**src/rtl/synth_div_pkg.sv**
```systemverilog
package synth_div_pkg;

    typedef enum logic [1:0] {
        LD_IDLE    = 2'd0,
        LD_WAIT_PC = 2'd1,
        LD_WAIT_RC = 2'd2
    } ld_state_t;

    typedef enum logic {
        PS_SWALLOW = 1'b0,
        PS_MAIN    = 1'b1
    } ps_state_t;

    typedef enum logic [1:0] {
        SRC_LOCK    = 2'd0,
        SRC_PC_HALF = 2'd1,
        SRC_RC_HALF = 2'd2,
        SRC_RC_SLOW = 2'd3
    } mon_src_t;

    localparam int REF_SEL_W  = 2;
    localparam int TEST_SEL_W = 3;

    // reference ratio for each selection code
    function automatic int unsigned ref_ratio(input logic [REF_SEL_W-1:0] code);
        int unsigned r;
        unique case (code)
            2'd0:    r = 3;
            2'd1:    r = 4;
            2'd2:    r = 6;
            default: r = 8;
        endcase
        return r;
    endfunction

endpackage

```
**src/rtl/ref_divider.sv**
```systemverilog
module ref_divider
    import synth_div_pkg::*;
#(
    parameter int MAX_RATIO = 8
) (
    input  logic                 clk,
    input  logic                 rst_n,
    input  logic                 pll_en,
    input  logic                 ref_pulse,
    input  logic [REF_SEL_W-1:0] ref_sel,
    output logic                 rc_tc
);
    localparam int CNT_W = $clog2(MAX_RATIO);

    logic [CNT_W-1:0] cnt_q;
    logic [CNT_W-1:0] last_q;
    logic [CNT_W-1:0] last_new;
    logic             wrap;
    logic             tc_q;

    assign last_new = CNT_W'(ref_ratio(ref_sel) - 1);
    assign wrap     = ref_pulse && (cnt_q == last_q);

    always_ff @(posedge clk or negedge rst_n) begin
        if (!rst_n) begin
            cnt_q  <= '0;
            last_q <= CNT_W'(ref_ratio('0) - 1);
            tc_q   <= 1'b0;
        end else if (!pll_en) begin
            cnt_q  <= '0;
            last_q <= last_new;
            tc_q   <= 1'b0;
        end else begin
            tc_q <= wrap;
            if (ref_pulse) begin
                if (wrap) begin
                    cnt_q  <= '0;
                    last_q <= last_new;
                end else begin
                    cnt_q <= cnt_q + 1'b1;
                end
            end
        end
    end

    assign rc_tc = tc_q;


    rc_single_chk: assert property (@(posedge clk) disable iff (!rst_n)
        tc_q |=> !tc_q);


    rc_halt_chk: assert property (@(posedge clk) disable iff (!rst_n)
        !pll_en |=> (!tc_q && cnt_q == '0));

endmodule

```
**src/rtl/swallow_divider.sv**
```systemverilog
module swallow_divider
    import synth_div_pkg::*;
#(
    parameter int MAIN_W    = 3,
    parameter int SWAL_W    = 5,
    parameter int PRESCALE  = 32,
    parameter int MAIN_BASE = 40
) (
    input  logic              clk,
    input  logic              rst_n,
    input  logic              pll_en,
    input  logic              vco_pulse,
    input  logic [MAIN_W-1:0] main_sel,
    input  logic [SWAL_W-1:0] swal_sel,
    output logic              pc_tc
);
    localparam int PRE_W  = $clog2(PRESCALE + 1);
    localparam int MCNT_W = $clog2(MAIN_BASE + (1 << MAIN_W));

    ps_state_t         state_q, state_d;
    logic [MCNT_W-1:0] m_q;
    logic [SWAL_W-1:0] s_q;
    logic [PRE_W-1:0]  pre_cnt_q;
    logic [MCNT_W-1:0] main_cnt_q;
    logic [SWAL_W-1:0] swal_cnt_q;
    logic [PRE_W-1:0]  pre_last;
    logic [MCNT_W-1:0] m_new;
    logic              pre_wrap;
    logic              main_wrap;
    logic              swal_done;
    logic              tc_q;

    assign m_new     = MCNT_W'(MAIN_BASE) + MCNT_W'(main_sel);
    assign pre_last  = (state_q == PS_SWALLOW) ? PRE_W'(PRESCALE) : PRE_W'(PRESCALE - 1);
    assign pre_wrap  = vco_pulse && (pre_cnt_q == pre_last);
    assign main_wrap = pre_wrap && (main_cnt_q == m_q - MCNT_W'(1));
    assign swal_done = pre_wrap && (state_q == PS_SWALLOW) && (swal_cnt_q == s_q - SWAL_W'(1));

    // next state
    always_comb begin
        state_d = state_q;
        unique case (state_q)
            PS_SWALLOW: begin
                if (main_wrap)      state_d = (swal_sel == '0) ? PS_MAIN : PS_SWALLOW;
                else if (swal_done) state_d = PS_MAIN;
            end
            PS_MAIN: begin
                if (main_wrap)      state_d = (swal_sel == '0) ? PS_MAIN : PS_SWALLOW;
            end
            default:                state_d = PS_MAIN;
        endcase
    end

    // state register
    always_ff @(posedge clk or negedge rst_n) begin
        if (!rst_n)       state_q <= PS_MAIN;
        else if (!pll_en) state_q <= (swal_sel == '0) ? PS_MAIN : PS_SWALLOW;
        else              state_q <= state_d;
    end

    // counters and outputs
    always_ff @(posedge clk or negedge rst_n) begin
        if (!rst_n) begin
            m_q        <= MCNT_W'(MAIN_BASE);
            s_q        <= '0;
            pre_cnt_q  <= '0;
            main_cnt_q <= '0;
            swal_cnt_q <= '0;
            tc_q       <= 1'b0;
        end else if (!pll_en) begin
            m_q        <= m_new;
            s_q        <= swal_sel;
            pre_cnt_q  <= '0;
            main_cnt_q <= '0;
            swal_cnt_q <= '0;
            tc_q       <= 1'b0;
        end else begin
            tc_q <= main_wrap;
            if (vco_pulse) pre_cnt_q <= pre_wrap ? '0 : pre_cnt_q + 1'b1;
            if (main_wrap) begin
                main_cnt_q <= '0;
                swal_cnt_q <= '0;
                m_q        <= m_new;
                s_q        <= swal_sel;
            end else if (pre_wrap) begin
                main_cnt_q <= main_cnt_q + 1'b1;
                if (state_q == PS_SWALLOW) swal_cnt_q <= swal_cnt_q + 1'b1;
            end
        end
    end

    assign pc_tc = tc_q;


    swallow_bound_chk: assert property (@(posedge clk) disable iff (!rst_n)
        (state_q == PS_SWALLOW) |-> (swal_cnt_q < s_q));


    main_bound_chk: assert property (@(posedge clk) disable iff (!rst_n)
        main_cnt_q < m_q);


    pc_single_chk: assert property (@(posedge clk) disable iff (!rst_n)
        tc_q |=> !tc_q);

endmodule

```
**src/rtl/lock_detector.sv**
```systemverilog
module lock_detector
    import synth_div_pkg::*;
#(
    parameter int LOCK_PERIODS = 16
) (
    input  logic clk,
    input  logic rst_n,
    input  logic pll_en,
    input  logic rc_tc,
    input  logic pc_tc,
    output logic locked
);
    localparam int CNT_W = $clog2(LOCK_PERIODS + 1);

    ld_state_t        st_q, st_d;
    logic             hit;
    logic             miss;
    logic [CNT_W-1:0] run_q;

    // next state, hit and miss
    always_comb begin
        st_d = st_q;
        hit  = 1'b0;
        miss = 1'b0;
        unique case (st_q)
            LD_IDLE: begin
                if (rc_tc && pc_tc) hit = 1'b1;
                else if (rc_tc)     st_d = LD_WAIT_PC;
                else if (pc_tc)     st_d = LD_WAIT_RC;
            end
            LD_WAIT_PC: begin
                st_d = LD_IDLE;
                if (pc_tc) hit  = 1'b1;
                else       miss = 1'b1;
            end
            LD_WAIT_RC: begin
                st_d = LD_IDLE;
                if (rc_tc) hit  = 1'b1;
                else       miss = 1'b1;
            end
            default: st_d = LD_IDLE;
        endcase
    end

    // state register
    always_ff @(posedge clk or negedge rst_n) begin
        if (!rst_n)       st_q <= LD_IDLE;
        else if (!pll_en) st_q <= LD_IDLE;
        else              st_q <= st_d;
    end

    // consecutive hit count
    always_ff @(posedge clk or negedge rst_n) begin
        if (!rst_n)                                         run_q <= '0;
        else if (!pll_en || miss)                           run_q <= '0;
        else if (hit && run_q != CNT_W'(LOCK_PERIODS))      run_q <= run_q + 1'b1;
    end

    // output
    always_comb locked = (run_q == CNT_W'(LOCK_PERIODS));


    miss_clear_chk: assert property (@(posedge clk) disable iff (!rst_n)
        miss |=> !locked);


    lock_rise_chk: assert property (@(posedge clk) disable iff (!rst_n)
        $rose(locked) |-> $past(hit));


    lock_off_chk: assert property (@(posedge clk) disable iff (!rst_n)
        !pll_en |=> !locked);

endmodule

```
**src/rtl/monitor_select.sv**
```systemverilog
module monitor_select
    import synth_div_pkg::*;
#(
    parameter int SLOW_DIV = 512
) (
    input  logic                  clk,
    input  logic                  rst_n,
    input  logic                  pll_en,
    input  logic                  rc_tc,
    input  logic                  pc_tc,
    input  logic                  locked,
    input  logic [TEST_SEL_W-1:0] test_sel,
    output logic                  mon_out,
    output logic                  cp_hiz
);
    localparam int SLOW_W = $clog2(SLOW_DIV);

    logic              pc_half_q;
    logic              rc_half_q;
    logic [SLOW_W-1:0] slow_q;
    mon_src_t          src;
    logic              hiz;

    always_ff @(posedge clk or negedge rst_n) begin
        if (!rst_n) begin
            pc_half_q <= 1'b0;
            rc_half_q <= 1'b0;
            slow_q    <= '0;
        end else if (!pll_en) begin
            pc_half_q <= 1'b0;
            rc_half_q <= 1'b0;
            slow_q    <= '0;
        end else begin
            if (pc_tc) pc_half_q <= ~pc_half_q;
            if (rc_tc) begin
                rc_half_q <= ~rc_half_q;
                slow_q    <= slow_q + 1'b1;
            end
        end
    end

    assign src = mon_src_t'(test_sel[1:0]);
    assign hiz = test_sel[2];

    always_comb begin
        unique case (src)
            SRC_LOCK:    mon_out = locked;
            SRC_PC_HALF: mon_out = pc_half_q;
            SRC_RC_HALF: mon_out = rc_half_q;
            SRC_RC_SLOW: mon_out = hiz ? rc_tc : slow_q[SLOW_W-1];
            default:     mon_out = 1'b0;
        endcase
    end

    assign cp_hiz = hiz;


    mon_quiet_chk: assert property (@(posedge clk) disable iff (!rst_n)
        !pll_en |=> (!pc_half_q && !rc_half_q && slow_q == '0));

endmodule

```
**src/rtl/synth_divider_chain.sv**
```systemverilog
module synth_divider_chain
    import synth_div_pkg::*;
#(
    parameter int MAIN_W       = 3,
    parameter int SWAL_W       = 5,
    parameter int PRESCALE     = 32,
    parameter int MAIN_BASE    = 40,
    parameter int LOCK_PERIODS = 16,
    parameter int SLOW_DIV     = 512
) (
    input  logic                  clk,
    input  logic                  rst_n,
    input  logic                  pll_en,
    input  logic                  ref_pulse,
    input  logic                  vco_pulse,
    input  logic [REF_SEL_W-1:0]  ref_sel,
    input  logic [MAIN_W-1:0]     main_sel,
    input  logic [SWAL_W-1:0]     swal_sel,
    input  logic [TEST_SEL_W-1:0] test_sel,
    output logic                  rc_out,
    output logic                  pc_out,
    output logic                  lock_det,
    output logic                  mon_out,
    output logic                  cp_hiz
);
    logic rc_tc;
    logic pc_tc;
    logic locked;

    ref_divider #(.MAX_RATIO(8)) u_ref (
        .clk(clk), .rst_n(rst_n), .pll_en(pll_en),
        .ref_pulse(ref_pulse), .ref_sel(ref_sel), .rc_tc(rc_tc)
    );

    swallow_divider #(
        .MAIN_W(MAIN_W), .SWAL_W(SWAL_W),
        .PRESCALE(PRESCALE), .MAIN_BASE(MAIN_BASE)
    ) u_swal (
        .clk(clk), .rst_n(rst_n), .pll_en(pll_en),
        .vco_pulse(vco_pulse), .main_sel(main_sel), .swal_sel(swal_sel),
        .pc_tc(pc_tc)
    );

    lock_detector #(.LOCK_PERIODS(LOCK_PERIODS)) u_lock (
        .clk(clk), .rst_n(rst_n), .pll_en(pll_en),
        .rc_tc(rc_tc), .pc_tc(pc_tc), .locked(locked)
    );

    monitor_select #(.SLOW_DIV(SLOW_DIV)) u_mon (
        .clk(clk), .rst_n(rst_n), .pll_en(pll_en),
        .rc_tc(rc_tc), .pc_tc(pc_tc), .locked(locked),
        .test_sel(test_sel), .mon_out(mon_out), .cp_hiz(cp_hiz)
    );

    assign rc_out   = rc_tc;
    assign pc_out   = pc_tc;
    assign lock_det = locked;

endmodule

```
**config.mk**
```make
export PLATFORM = sky130hd
export DESIGN_NAME = synth_divider_chain
export DESIGN_NICKNAME = d
export VERILOG_FILES = /design/src/rtl/synth_div_pkg.sv /design/src/rtl/ref_divider.sv /design/src/rtl/swallow_divider.sv /design/src/rtl/lock_detector.sv /design/src/rtl/monitor_select.sv /design/src/rtl/synth_divider_chain.sv
export SDC_FILE = /design/constraint.sdc
export NUM_CORES = 1
export LEC_CHECK = 0
export ABC_CLOCK_PERIOD_IN_PS = 3900
export CORE_ASPECT_RATIO = 1.1
export CORE_MARGIN = 4
export CORE_UTILIZATION = 60
export CTS_CLUSTER_SIZE = 28
export DETAILED_ROUTE_END_ITERATION = 16
export HOLD_SLACK_MARGIN = 0.12
export PLACE_DENSITY = 0.92
export SLEW_MARGIN = 20
export SYNTH_ARGS = -nofsm -noshare
export SYNTH_HDL_FRONTEND = slang
export SYNTH_SLANG_ARGS = --single-unit
```
**constraint.sdc**
```tcl
create_clock -name clk -period 3.9 [get_ports clk]
set_input_delay 0.78 -clock clk [delete_from_list [all_inputs] [get_ports clk]]
set_output_delay 0.78 -clock clk [all_outputs]
set_load 0.005 [all_outputs]
```
* Word-level counts from Yosys, hierarchy flattened
Index checks and enable logic that the tools add are counted.
** Word-level totals
- Memories kept :: 0
- Register bits :: 55
- Bits in latches :: 0
- Logic and storage cells :: 120
- Bits in read-only memories :: 0
- Input port bits :: 18
- Output and inout port bits :: 5
- RAM bits :: 0
** Cells by class
- Reduce and logical (&&, ||, !) cells :: 17
- Equal/unequal tests :: 23
- Shift operators :: 0
- $add $sub $neg :: 10
- Multipliers :: 0
- Magnitude comparators :: 0
- Divide/modulo/power cells :: 0
- Muxes and demuxes :: 52
- Bitwise gates (word level) :: 3
** Operators with widths (count)
- 6-bit two-way mux :: 9
- 5-bit two-way mux :: 8
- 3-bit two-way mux :: 6
- 9-bit two-way mux :: 2
- 1-bit two-way mux :: 17
- 6-bit by 1-bit adder with 6-bit output (second input constant) :: 2
- 6-bit equality test :: 2
- 2-bit by 1-bit inequality test with 1-bit output (second input constant) :: 6
- 5-bit by 1-bit adder with 5-bit output (second input constant) :: 2
- 2-bit two-way mux :: 5
- 9-bit by 1-bit adder with 9-bit output (second input constant) :: 1
- 3-bit case mux with 3 select lines :: 1
- 2-bit equality test (second input constant) :: 4
- 1-bit logical AND :: 7
- 6-bit by 3-bit adder with 6-bit output (first input constant) :: 1
- 2-bit by 1-bit equality test with 1-bit output (second input constant) :: 3
- 2-bit logical NOT :: 3
- 3-bit inequality test (second input constant) :: 2
- 2-bit AND reduction :: 3
- 6-bit by 1-bit subtractor with 6-bit output (second input constant) :: 1
- 5-bit equality test :: 1
- 5-bit equality test (second input constant) :: 1
- 5-bit logical NOT :: 1
- 5-bit inequality test (second input constant) :: 1
- other kinds (13) :: 16

* Longest topological paths before layout
Gate-level depths: netlist of run 1.
- Depth in word-level cells :: 9
- Depth in mapped cells :: 8
- Mapped depth without buffers :: 7

* Cells and area by module
Synthesis of run 1 repeated with hierarchy kept, for this count alone.
** Second synthesis, totals
- Cell total of the unflattened synthesis :: 299
- Area total of the unflattened synthesis :: 3042.9 sq um
** By module, submodules not included
- swallow_divider :: area an instance 1605.3 sq um, instances 1, cells an instance 162, seq. area each 676.9 sq um
- monitor_select :: area an instance 615.6 sq um, instances 1, cells an instance 58, seq. area each 275.3 sq um
- lock_detector :: area an instance 462.9 sq um, instances 1, cells an instance 48, seq. area each 175.2 sq um
- ref_divider :: area an instance 359.1 sq um, instances 1, cells an instance 31, seq. area each 176.4 sq um

* Worst setup path before layout of run 1
OpenSTA, ideal clock, no wires.
- Path kind :: input to output
- Start :: input port test_sel[2]
- End :: output port mon_out
- Setup slack :: 1573 ps
- Cell stages on the path :: 2
- Required time :: 3120 ps
- Data arrival time :: 1547 ps
- Buffers on the path :: 0
- Path through :: mux2_2 -> mux4_2
** Between the ends
- Word-level cells in the longest chain between the ends :: 2
** Ends and longest elaborated chain
- start, declared :: line synth_divider_chain.sv:19 : input logic [TEST_SEL_W-1:0] test_sel,
- 1-bit two-way mux :: line monitor_select.sv:50 : SRC_RC_SLOW: mon_out = hiz ? rc_tc : slow_q[SLOW_W-1];
- 1-bit case mux with 4 select lines :: line monitor_select.sv:46 : unique case (src)
- end, declared :: line synth_divider_chain.sv:23 : output logic mon_out,
No other way between the ends.

* Final worst setup path of run 1
Ends and elaborated chain as after synthesis.

==> results of run 1 <==
[where the power goes]
part           total [mW]  internal (mW)  switching [mW]
Combinational       0.111         0.0568          0.0537
Sequential          0.585          0.560          0.0246
Clock               0.308          0.145           0.163
[sequential cells by signal, indices dropped and copies added (netlist names)]
name	count
u_swal.pre_cnt_q	6
u_ref.cnt_q	3
u_swal.swal_cnt_q	5
u_ref.rc_tc	1
u_mon.pc_half_q	1
u_lock.run_q	5
u_swal.s_q	5
u_swal.state_q	1
u_mon.slow_q	9
u_swal.main_cnt_q	6
u_swal.m_q	3
u_ref.last_q	3
u_lock.st_q	2
u_mon.rc_half_q	1
u_swal.pc_tc	1
[logic make-up after synthesis]
logic type,synth area share
xor gates and xnor gates,0.0818
buffers and inverters,0.0390
DFF,0.451
muxes,0.0537
AOI/OAI and AO/OA,0.109
adders and majority gates,0.0563
and+or+nand+nor,0.209
[final cells by class]
cell class                      count  share of cell area
Tap cell                           56              0.0217
Inverter                           17              0.0197
Clock buffer                        8              0.0279
Sequential cell                    52               0.403
Timing Repair Buffer               24              0.0712
Multi-Input combinational cell    224               0.456
[layer usage]
| metal | vias up | GRT usage |
|---|---|---|
| li1 | 1095 | - |
| met1 | 1093 | 0.249 |
| met3 | 8 | 0.0285 |
| met2 | 40 | 0.348 |
| met5 | - | 0 |
| met4 | 0 | 0.0652 |
[worst max-delay path: stages]
cell	delay [ns]
clkdlybuf4s50_1	0.48
mux2_2	0.33
mux4_2	0.46
clkdlybuf4s50_1	0.45
[cells in the mapped netlist, types with 3 or more instances]
library cell  number  share of area
a21o_1             3         0.0078
nand4_1            6          0.013
nor3_1             4         0.0069
and2_1             3         0.0065
nor2_1            29          0.038
dfrtp_1           50           0.43
nand3b_1           5          0.013
o21ai_0            9          0.016
nand3_1           16          0.028
or3_1              4         0.0087
a31oi_1            6          0.013
and3_1             6          0.013
ha_1              13          0.056
xor2_1            14          0.042
nand2b_1           5          0.011
nand2_1           33          0.043
inv_1             15          0.019
mux2_2            10          0.039
clkbuf_1           7         0.0091
xnor2_1           13          0.039
a21oi_1           18          0.031
[worst paths after layout]
path	startpoint	end	cells past startpoint
setup reg to reg	u_swal.state_q	u_swal.s_q[4]	5
max in group asynchronous	rst_n	u_ref.last_q[1]	2
hold reg to reg	u_ref.last_q[1]	u_ref.last_q[1]	2
hold / removal	u_ref.last_q[1]	u_ref.last_q[1]	2
min in group asynchronous	rst_n	u_mon.slow_q[6]	1
setup / recovery	test_sel[2]	mon_out	4
[per-stage QoR]
step | std cells | utilization | hold slack [ns]
after floorplan | 303 | - | 0.484
after global placement | 373 | 0.675 | 0.500
after detailed placement | 373 | 0.675 | 0.503
after CTS | 381 | 0.695 | 0.516
after global routing | 381 | 0.695 | 0.571
final | 381 | 0.695 | 0.513
==> flow_metrics.py, run 1 <==
metrics = {
    "status": {
        "status": "finished clean",
    },
    "finish": {
        "final_common_cell": "dfrtp_1",
        "finalNetCount": 355,
        "final_area_um2": 3230,
        "seqCellArea_um2": 1300,
        "syn_to_final_growth_pct": 11.8,
        "antennaDiodeCount": 0,
        "multi_input_area_um2": 1470,
        "layout_common_cells": "50 x dfrtp_1, 33 x nand2_1, 29 x nor2_1",
        "drive_above_1_share": 0.0800,
        "fillers": 358,
    },
    "die": {
        "rows": 26,
        "core_area_um2": 4650,
        "die_h_um": 80.8,
        "num_io_pins": 23,
        "die_w_um": 74.2,
        "dieArea_um2": 5990,
        "start_util": 0.621,
    },
    "drt": {
        "route.detailed.drc": 0,
        "wl_met2_mm": 2.79,
        "dr.pass1.iters": 5,
        "top_layer_used": "met4",
        "drt-total-wl_mm": 5.39,
        "wl_per_cell_um": 14.1,
        "dr.first_iter.drc_count": 118,
        "wl_met1_mm": 2.30,
        "vias": 2236,
        "final_antenna_net_count": 0,
        "met3WireLength_um": 195,
        "vias_per_cell": 5.87,
    },
    "power_and_ir_drop": {
        "p_per_area_nw_per_um2": 311,
        "power_leakage_nw": 1.39,
        "peakVddDrop_v": 0.000187,
        "finalPower_mw": 1.00,
    },
    "cts": {
        "htree_num_levels": 2,
        "cts_resized": 0,
        "clock_latency_ns": 0.30,
        "root_buffer": "clkbuf_8",
        "cts_made_buffers": 5,
        "cts_setup_buffers": 0,
        "clk_pin_slew_ns": 0.08,
        "holdBufCountCts": 0,
        "cts_tree": "yes",
        "cts_buffer_depth": 2,
        "clkSinkCount": 52,
    },
    "setup_path": {
        "critPathLaunchType": "primary input",
        "regToRegSetupSlack_ns": 1.50,
        "critPathMaxFanout": 2,
        "cp-end-kind": "primary output",
        "critPathArrivalTime_ns": 2.51,
        "worstSetupPathType": "primary input to primary output",
        "cp_data_required_time_ns": 3.12,
    },
    "timing": {
        "fin_crit_ns": 3.29,
        "tns_ns": 0,
        "setup_ws_ns": 0.610,
        "skew_ns": 0.00290,
        "max_freq_ghz": 0.304,
        "rsz0062_at_grt": "false",
        "hold_viol": 0,
        "slew_violations": 0,
        "slew_headroom": 0.504,
        "fin_crit_sh": 0.843,
        "finalSetupViolCount": 0,
        "tightest_slew_ns": 0.744,
    },
    "yosys": {
        "synth_ff_type": "dfrtp_1",
        "synthArstFlopShare": 1.00,
        "ys_warn_count": 0,
        "synth_area_um2": 2890,
        "synth-seq-cells": 52,
        "ys_seq_area_frac": 0.451,
        "syn-num-nets": 334,
        "synth_cell_type_count": 49,
        "syn_avg_cell_area_um2": 9.54,
        "synth_edf_count": 0,
        "syn_inst": 303,
    },
    "global_routing": {
        "grt_max_degree": 35,
        "grt_pass1_wl_mm": 9.35,
        "grt_pass1_vias": 2183,
        "grt_overflow": 0,
        "antenna_found_initial": 0,
        "grt_usage": 0.198,
    },
    "placement": {
        "portBuffers": 22,
        "placed_cell_area_um2": 3140,
        "globalplace.congestion": 0.814,
        "dp_slack_ns": 0.607,
        "dp_hpwl_mm": 3.93,
    },
    "flow_run": {
        "drv_cap": 0,
    },
    "worst_hold_path": {
        "hold_class": "flip-flop to flip-flop",
    },
}
Note: power is estimated with default switching activity, not from simulation.
==> run 2, diff against run 1 <==
- ABC_CLOCK_PERIOD_IN_PS: 3900 -> 2800
- CORE_UTILIZATION: 60 -> 52
- PLACE_DENSITY: 0.92 -> 0.85
- clock period: 3.9 -> 2.8 ns (I/O delays scaled with it)
==> flow_metrics.py, run 2 (same netlist as run 1, synthesis figures left out) <==
metrics = {
    "timing": {
        "fin_crit_ns": 2.66,
        "tightest_slew_ns": 0.673,
        "slew_headroom": 0.548,
        "tns_ns": 0,
        "finalSetupViolCount": 0,
        "slew_violations": 0,
        "rsz0062_at_grt": "false",
        "max_freq_ghz": 0.376,
        "skew_ns": 0.0145,
        "hold_viol": 0,
        "hold_slack_ns": 0.217,
        "fin_crit_sh": 0.950,
    },
    "cts": {
        "cts_made_buffers": 5,
        "cts_buffer_depth": 2,
        "clk_pin_slew_ns": 0.11,
        "clock_latency_ns": 0.30,
        "cts_setup_buffers": 0,
        "htree_num_levels": 2,
        "clkSinkCount": 52,
        "root_buffer": "clkbuf_8",
        "cts_tree": "yes",
    },
    "setup_path": {
        "crit_path_top_delay_cell": "clkdlybuf4s50_1",
        "cp-end-kind": "primary output",
        "critPathMaxFanout": 2,
        "critPathMaxStageDelay_ns": 0.48,
        "critPathLaunchType": "primary input",
        "worstSetupPathType": "primary input to primary output",
        "critPathArrivalTime_ns": 2.10,
        "cp_cell_sequence": "clkdlybuf4s50_1, mux2_2, mux4_2, dlygate4sd2_1",
        "cp_data_required_time_ns": 2.24,
    },
    "power_and_ir_drop": {
        "power_leakage_nw": 1.42,
        "p_per_area_nw_per_um2": 428,
        "seq_power_share": 0.576,
        "p_comb_frac": 0.114,
        "p_sw_frac": 0.261,
        "peakVddDrop_v": 0.000297,
        "p_switching_uw": 368,
        "power.internal_mw": 1.04,
        "clockPowerShare": 0.309,
    },
    "global_routing": {
        "grt_overflow": 0,
        "grt_usage": 0.175,
        "antenna_found_initial": 0,
        "grt_max_degree": 53,
        "grt_pass1_vias": 2170,
        "grt_pass1_wl_mm": 9.74,
    },
    "finish": {
        "layout_common_cells": "50 x dfrtp_1, 33 x nand2_1, 29 x nor2_1",
        "regMostFlops": "u_mon.slow_q",
        "final_util": 0.611,
        "syn_to_final_growth_pct": 14.1,
        "finalNetCount": 359,
        "reg.largest.list": "u_mon.slow_q x9, u_swal.main_cnt_q x6, u_swal.pre_cnt_q x6",
        "largest_reg_flops": 9,
        "final_common_cell": "dfrtp_1",
        "fillers": 463,
        "drive_above_1_share": 0.0973,
        "antennaDiodeCount": 0,
    },
    "die": {
        "num_io_pins": 23,
        "core_area_um2": 5400,
        "die_w_um": 79.1,
        "start_util": 0.536,
        "dieArea_um2": 6820,
        "die_h_um": 86.2,
        "rows": 28,
    },
    "worst_hold_path": {
        "hold_class": "primary input to async pin",
    },
    "drt": {
        "vias_per_cell": 5.50,
        "wl_per_cell_um": 13.5,
        "drt-total-wl_mm": 5.47,
        "dr.pass1.iters": 4,
        "dr.first_iter.drc_count": 90,
        "vias": 2222,
        "final_antenna_net_count": 0,
        "route.detailed.drc": 0,
    },
    "placement": {
        "portBuffers": 22,
        "dp_hpwl_mm": 3.89,
        "globalplace.congestion": 0.779,
    },
    "flow_run": {
        "drv_cap": 0,
    },
    "status": {
        "status": "finished clean",
    },
}
run 2: cell types whose count changed in the layout (fill, tap and decap cells not counted):
cell / delta
buf_12: +1
buf_4: +3
clkbuf_1: -2
clkbuf_8: -1
clkdlybuf4s50_1: -1
clkinv_2: +1
clkinv_4: +1
dlygate4sd2_1: +1
inv_6: +1
run 2: area by class of cell:
type                       instances  area [um2]  area share
inverter                          17        63.8      0.0193
timing repair buffer              28         272      0.0823
clock buffer                       5        68.8      0.0209
clock inverter                     3        22.5     0.00683
multi-input combinational        224        1470       0.447
sequential                        52        1300       0.395
tap                               75        93.8      0.0285
run 2: timing repair:
| item | 4_1_cts | 5_1_grt |
|---|---|---|
| resized for setup | 1 | 0 |
| endpoints found under the hold margin | 0 | 0 |
| endpoints found under the setup margin | 1 | 0 |
| hold buffers | 0 | 0 |
run 2: critical path, delay by kind of cell:
| kind | cells | cell delay (ns) |
|---|---|---|
| buffers and inverters | 2 | 0.76 |
| muxes | 2 | 0.78 |
run 2: per-stage QoR:
stage | cell area [um2] | instances | power (mW) | setup slack [ns]
after floorplan | 2890 | 303 | 0.918 | 0.546
after detailed placement | 3210 | 396 | 0.991 | -0.0567
after global routing | 3300 | 404 | 1.48 | 0.0787
after global placement | 3210 | 396 | 0.983 | -0.0331
final | 3300 | 404 | 1.41 | 0.141
after CTS | 3300 | 404 | 1.43 | 0.132
run 2: final timing paths:
check / startpoint / to / slack [ns] / cells past startpoint
min in group clk: u_ref.last_q[1] / u_ref.last_q[1] / 0.52 / 2
min: rst_n / u_lock.run_q[3] / 0.22 / 2
max: test_sel[2] / mon_out / 0.14 / 4
max reg2reg: u_swal.m_q[0] / u_swal.swal_cnt_q[4] / 0.49 / 8
min reg2reg: u_ref.last_q[1] / u_ref.last_q[1] / 0.52 / 2
max in group asynchronous: rst_n / u_swal.state_q / 2.26 / 2
run 2: power groups by stage:
| stage | logic [mW] | clock network [mW] | registers [mW] |
|---|---|---|---|
| after global placement | 0.157 | 0 | 0.826 |
| after global routing | 0.182 | 0.478 | 0.819 |
| after detailed placement | 0.163 | 0 | 0.828 |
| final | 0.162 | 0.437 | 0.814 |
| after CTS | 0.164 | 0.451 | 0.813 |
| after floorplan | 0.100 | 0 | 0.818 |
run 2: per-layer routing:
layer  wire length (um)  up-vias  track usage
met1               2480     1083        0.233
met4                 42        0       0.0469
met3                157        4       0.0364
li1                   -     1100            -
met2               2790       35        0.292
met5                  0        -            0
==> run 3, diff against run 2 <==
- SLEW_MARGIN: 20 -> 10
==> results of run 3 <==
Same layout as run 2: the final DEF is identical, and so are final timing and power.
